===== src/rtl/spi_div_pkg.sv =====
package spi_div_pkg;
  // Meaning of the mode select bit in the control word
  typedef enum logic {
    DIV_POW2   = 1'b0,
    DIV_LINEAR = 1'b1
  } div_mode_e;
endpackage


===== src/rtl/sckdiv_cfg.sv =====
// Decodes the control word into a half-period length and holds it for a run.
module sckdiv_cfg
  import spi_div_pkg::*;
#(
  parameter int N_W = 8,
  parameter int M_W = 4,
  parameter int H_W = 15
) (
  input  logic           clk,
  input  logic           rst,
  input  logic           load,
  input  logic           running,
  input  logic [N_W-1:0] lin_div,
  input  logic [M_W-1:0] pow_exp,
  input  div_mode_e      mode,
  output logic [H_W-1:0] half_q
);
  logic [H_W-1:0] half_d;
  logic [H_W-1:0] one_h;

  assign one_h = H_W'(1);

  always_comb begin
    if (mode == DIV_LINEAR) begin
      half_d = H_W'(lin_div) + one_h;
    end else if (pow_exp == '0) begin
      half_d = one_h;
    end else begin
      half_d = one_h << (pow_exp - M_W'(1));
    end
  end

  always_ff @(posedge clk) begin
    if (rst) begin
      half_q <= one_h;
    end else if (load) begin
      half_q <= half_d;
    end
  end

  // setting is frozen for the whole run
  p_cfg_hold_r8: assert property (@(posedge clk) disable iff (rst)
    (running && !load && $past(running)) |-> $stable(half_q));

  // a half-period is never zero cycles
  p_half_nonzero_r3: assert property (@(posedge clk) disable iff (rst)
    half_q != '0);
endmodule


===== src/rtl/sckdiv_timer.sv =====
// Counts module-clock cycles within a half-period and flags its last cycle.
module sckdiv_timer #(
  parameter int H_W = 15
) (
  input  logic           clk,
  input  logic           rst,
  input  logic           run_en,
  input  logic           running,
  input  logic [H_W-1:0] half_q,
  output logic           tick
);
  logic [H_W-1:0] cnt;
  logic           last;

  assign last = (cnt == half_q - H_W'(1));
  assign tick = running && run_en && last;

  always_ff @(posedge clk) begin
    if (rst || !run_en || !running) begin
      cnt <= '0;
    end else if (last) begin
      cnt <= '0;
    end else begin
      cnt <= cnt + H_W'(1);
    end
  end

  // counter stays inside the latched half-period
  p_cnt_bound_r2: assert property (@(posedge clk) disable iff (rst)
    running |-> (cnt < half_q));

  // counter is cleared after an idle cycle
  p_cnt_clear_r7: assert property (@(posedge clk) disable iff (rst)
    !run_en |=> (cnt == '0));
endmodule


===== src/rtl/sckdiv_out.sv =====
// Registered serial clock level and its edge strobes.
module sckdiv_out (
  input  logic clk,
  input  logic rst,
  input  logic run_en,
  input  logic tick,
  output logic sck,
  output logic sck_rise,
  output logic sck_fall
);
  always_ff @(posedge clk) begin
    if (rst || !run_en) begin
      sck      <= 1'b0;
      sck_rise <= 1'b0;
      sck_fall <= 1'b0;
    end else begin
      sck_rise <= tick && !sck;
      sck_fall <= tick && sck;
      if (tick) begin
        sck <= !sck;
      end
    end
  end

  p_strobe_excl_r6: assert property (@(posedge clk) disable iff (rst)
    !(sck_rise && sck_fall));

  p_rise_edge_r6: assert property (@(posedge clk) disable iff (rst)
    sck_rise |-> (sck && !$past(sck)));

  p_fall_edge_r6: assert property (@(posedge clk) disable iff (rst)
    sck_fall |-> (!sck && $past(sck)));

  p_idle_r7: assert property (@(posedge clk) disable iff (rst)
    !run_en |=> (!sck && !sck_rise && !sck_fall));
endmodule


===== src/rtl/spi_sck_divider.sv =====
module spi_sck_divider
  import spi_div_pkg::*;
#(
  parameter int N_W = 8,
  parameter int M_W = 4,
  localparam int CTL_W = N_W + M_W + 1,
  localparam int POW_W = (1 << M_W) - 1,
  localparam int H_W   = (N_W + 1 > POW_W) ? N_W + 1 : POW_W
) (
  input  logic             clk,
  input  logic             rst,
  input  logic             run_en,
  input  logic [CTL_W-1:0] ctl_word,
  output logic             sck,
  output logic             sck_rise,
  output logic             sck_fall
);
  logic           running;
  logic           load;
  logic           tick;
  logic [H_W-1:0] half_q;
  div_mode_e      mode;

  assign mode = div_mode_e'(ctl_word[N_W+M_W]);
  assign load = run_en && !running;

  always_ff @(posedge clk) begin
    if (rst) begin
      running <= 1'b0;
    end else begin
      running <= run_en;
    end
  end

  sckdiv_cfg #(.N_W(N_W), .M_W(M_W), .H_W(H_W)) u_cfg (
    .clk     (clk),
    .rst     (rst),
    .load    (load),
    .running (running),
    .lin_div (ctl_word[N_W-1:0]),
    .pow_exp (ctl_word[N_W+M_W-1:N_W]),
    .mode    (mode),
    .half_q  (half_q)
  );

  sckdiv_timer #(.H_W(H_W)) u_timer (
    .clk     (clk),
    .rst     (rst),
    .run_en  (run_en),
    .running (running),
    .half_q  (half_q),
    .tick    (tick)
  );

  sckdiv_out u_out (
    .clk      (clk),
    .rst      (rst),
    .run_en   (run_en),
    .tick     (tick),
    .sck      (sck),
    .sck_rise (sck_rise),
    .sck_fall (sck_fall)
  );

  // reset clears the outputs on the next edge
  p_reset_r1: assert property (@(posedge clk)
    rst |=> (!sck && !sck_rise && !sck_fall));
endmodule


===== config.mk =====
export PLATFORM = sky130hd
export DESIGN_NAME = spi_sck_divider
export DESIGN_NICKNAME = d
export VERILOG_FILES = /design/src/rtl/spi_div_pkg.sv /design/src/rtl/sckdiv_cfg.sv /design/src/rtl/sckdiv_timer.sv /design/src/rtl/sckdiv_out.sv /design/src/rtl/spi_sck_divider.sv
export SDC_FILE = /design/constraint.sdc
export NUM_CORES = 1
export LEC_CHECK = 0
export ABC_CLOCK_PERIOD_IN_PS = 5200
export BUFFER_PORTS_ARGS = -buffer_cell sky130_fd_sc_hd__buf_2
export CAP_MARGIN = 20
export CORE_UTILIZATION = 64
export DETAILED_ROUTE_END_ITERATION = 12
export GPL_TIMING_DRIVEN = 1
export PLACE_DENSITY_LB_ADDON = 0.3
export SLEW_MARGIN = 20
export SYNTH_ARGS = -nofsm -noshare
export SYNTH_HDL_FRONTEND = slang
export SYNTH_HIERARCHICAL = 1
export SYNTH_SLANG_ARGS = --single-unit

===== constraint.sdc =====
create_clock -name clk -period 5.2 [get_ports clk]
set_input_delay 1.56 -clock clk [delete_from_list [all_inputs] [get_ports clk]]
set_output_delay 1.56 -clock clk [all_outputs]
set_load 0.02 [all_outputs]

==> results.tsv <==
metric	value	unit
yosysSeqAreaShare	0.313	
arrival	2.90	ns
fin_nets	278	
rows	20	
gp_congestion	0.865	
whs	0.549	ns
final_common_cell	dfxtp_1	
finalSetupTns	0	ns
ys.flop_type	dfxtp_1	
io_pins	19	
dp_slack	2.30	ns
path_max_fanout	16	
final.period_utilization	0.517	
cts.path.max_buffers	2	
ys_warn_count	6	
synth_edf_count	0	
fin_crit	2.69	ns
rr_startpoint	u_cfg/half_q[3]$_SDFFE_PP0P_	
relSlewSlack	0.547	
antenna_found_initial	0	
worst_slew_pin_slew	0.680	ns
rsz0062_at_grt	false	
cts_buffers	5	
setup_viol	0	
min_path_type	reg -> reg	
track_usage	0.283	
grt_pass1_wl	7650	um
overflow	0	
place_inst	296	
vias_per_cell	6.36	
hold_viol	0	
final_cells	304	
min_from	u_cfg/half_q[13]$_SDFFE_PP0P_	
r2r_end	u_out/sck$_SDFFE_PP0P_	
clk_latency	0.34	ns
crit_required	5.41	ns
path_clk_slew	0.10	ns
slew_violations	0	
grt_max_degree	38	
place_area	2260	um2
layout_common_cells	dfxtp_1 (34), xnor2_1 (19), buf_2 (18), nor2_1 (17)	
fillers	255	
drt_iter0_drc	141	
maxCapViolations	0	
status	complete, no violations	
drc_errors	0	
n_antenna_cell	0	
final_layout_size_suffix_gt1_frac	0.158	
final_util	0.746	
start_util	0.694	
cts_root_buffer	clkbuf_4	
power_density	243	nW/um2
postCtsHoldBufs	0	
hold_path_end	u_cfg/half_q[13]$_SDFFE_PP0P_	
final_area	2330	um2
async_reset_ff_frac	0	
syn-instance-count	246	
cts_setup_buffers	0	
post_cts_resized	0	
route.vias.total	1934	
leakage	0.854	nW
drt-wirelength-per-cell	15.3	um
synth.distinct_cells	57	
die_area	3630	um2
synth_nets	265	
vdd_drop_max	159	uV
grt_pass1_vias	1655	
min_path_cells	2	
finClkSkew	0.0145	ns
totalWireLength	4650	um
cts_tree	done	
critPathKind	reg -> reg	
final_antenna_net_count	0	
end_kind	register	
synthToLayoutAreaGrowth	7.43	%
start_kind	register	
syn_area	2170	um2
core-area	3130	um2
io_buffer_count	18	
dr.pass1.iters	5	
fmax	372	MHz
rr_worst_depth	8	
synth_seq_cells	34	
cts_max_level	2	
setup_ws	2.51	ns
post-dp-hpwl	3260	um
die_w	60.3	um
rrSetupSlack	2.51	ns
syn_avg_cell_area	8.83	um2
numClockSinks	34	
p_total	0.566	mW
dieHeight	60.3	um
[worst max-delay path, stage by stage, from the launching register on]
cell      delay, ns
dfxtp_1        0.40
nor4_1         0.64
nand3_1        0.29
xnor2_1        0.19
o22ai_1        0.18
o2111a_2       0.44
and2b_1        0.22
xnor2_1        0.15
nor3b_2        0.06
[per-layer routing]
layer	vias up	routed length, um	global-route usage
met5	-	0	0
met4	0	44	0.0897
met3	6	227	0.0801
met2	54	2130	0.422
met1	918	2250	0.390
li1	956	-	-
[synth_stat cells, types with 4 or more instances]
library cell  number  area share
nand2_1           11       0.019
nor3_1             7       0.016
buf_2              5       0.012
a21oi_1            4      0.0092
xor2_1            15       0.060
a22oi_1            5       0.017
o211ai_1           4       0.014
inv_1              6       0.010
nand3_1           13       0.030
clkbuf_1           6       0.010
and3_1             5       0.014
nand4_1            6       0.017
nand2b_1           5       0.014
xnor2_1           19       0.077
nor2_1            17       0.029
nor2b_1            4       0.012
dfxtp_1           34        0.31
nor4_1            15       0.043
[report_power, final]
| group | internal [mW] | leakage, nW | switching, mW | total [mW] |
|---|---|---|---|---|
| clock | 0.102 | 0.0395 | 0.0853 | 0.187 |
| sequential | 0.267 | 0.276 | 0.0119 | 0.279 |
| combinational | 0.0432 | 0.538 | 0.0568 | 0.100 |
| total | 0.412 | 0.854 | 0.154 | 0.566 |
[cell families after synthesis]
kind of cell | count (synthesis) | synth area share
and+or+nand+nor | 110 | 0.323
AOI/OAI and AO/OA | 44 | 0.161
xor gates and xnor gates | 34 | 0.137
DFF | 34 | 0.313
buffers and inverters | 19 | 0.0392
adders and majority gates | 3 | 0.0173
muxes | 2 | 0.00979
[how the worst max path moves through the flow]
stage	start	end	cells after the start
after global placement	run_en	u_cfg/half_q[7]$_SDFFE_PP0P_	5
after CTS	u_cfg/half_q[3]$_SDFFE_PP0P_	u_out/sck$_SDFFE_PP0P_	8
after global routing	u_cfg/half_q[3]$_SDFFE_PP0P_	u_out/sck$_SDFFE_PP0P_	8
final	u_cfg/half_q[3]$_SDFFE_PP0P_	u_out/sck$_SDFFE_PP0P_	8
after detailed placement	run_en	u_cfg/half_q[7]$_SDFFE_PP0P_	5
after floorplan	run_en	u_cfg/half_q[7]$_SDFFE_PP0P_	5
[sequential cells by signal, summed over array words and instances (netlist names)]
name	count
u_out/sck_fall	1
u_out/sck	1
u_out/sck_rise	1
u_timer/cnt	15
u_cfg/half_q	15
running	1
[final cells by class]
type / instances / area (um2) / area share
multi-input cells: 193 / 1410 / 0.603
inverters: 7 / 26.3 / 0.0113
flip-flops and latches: 34 / 681 / 0.292
clock inverters: 1 / 30.0 / 0.0129
repair buffers: 18 / 90.1 / 0.0386
clock buffers: 7 / 45.0 / 0.0193
well taps: 44 / 55.1 / 0.0236
Power figures use the tool's default switching activity.
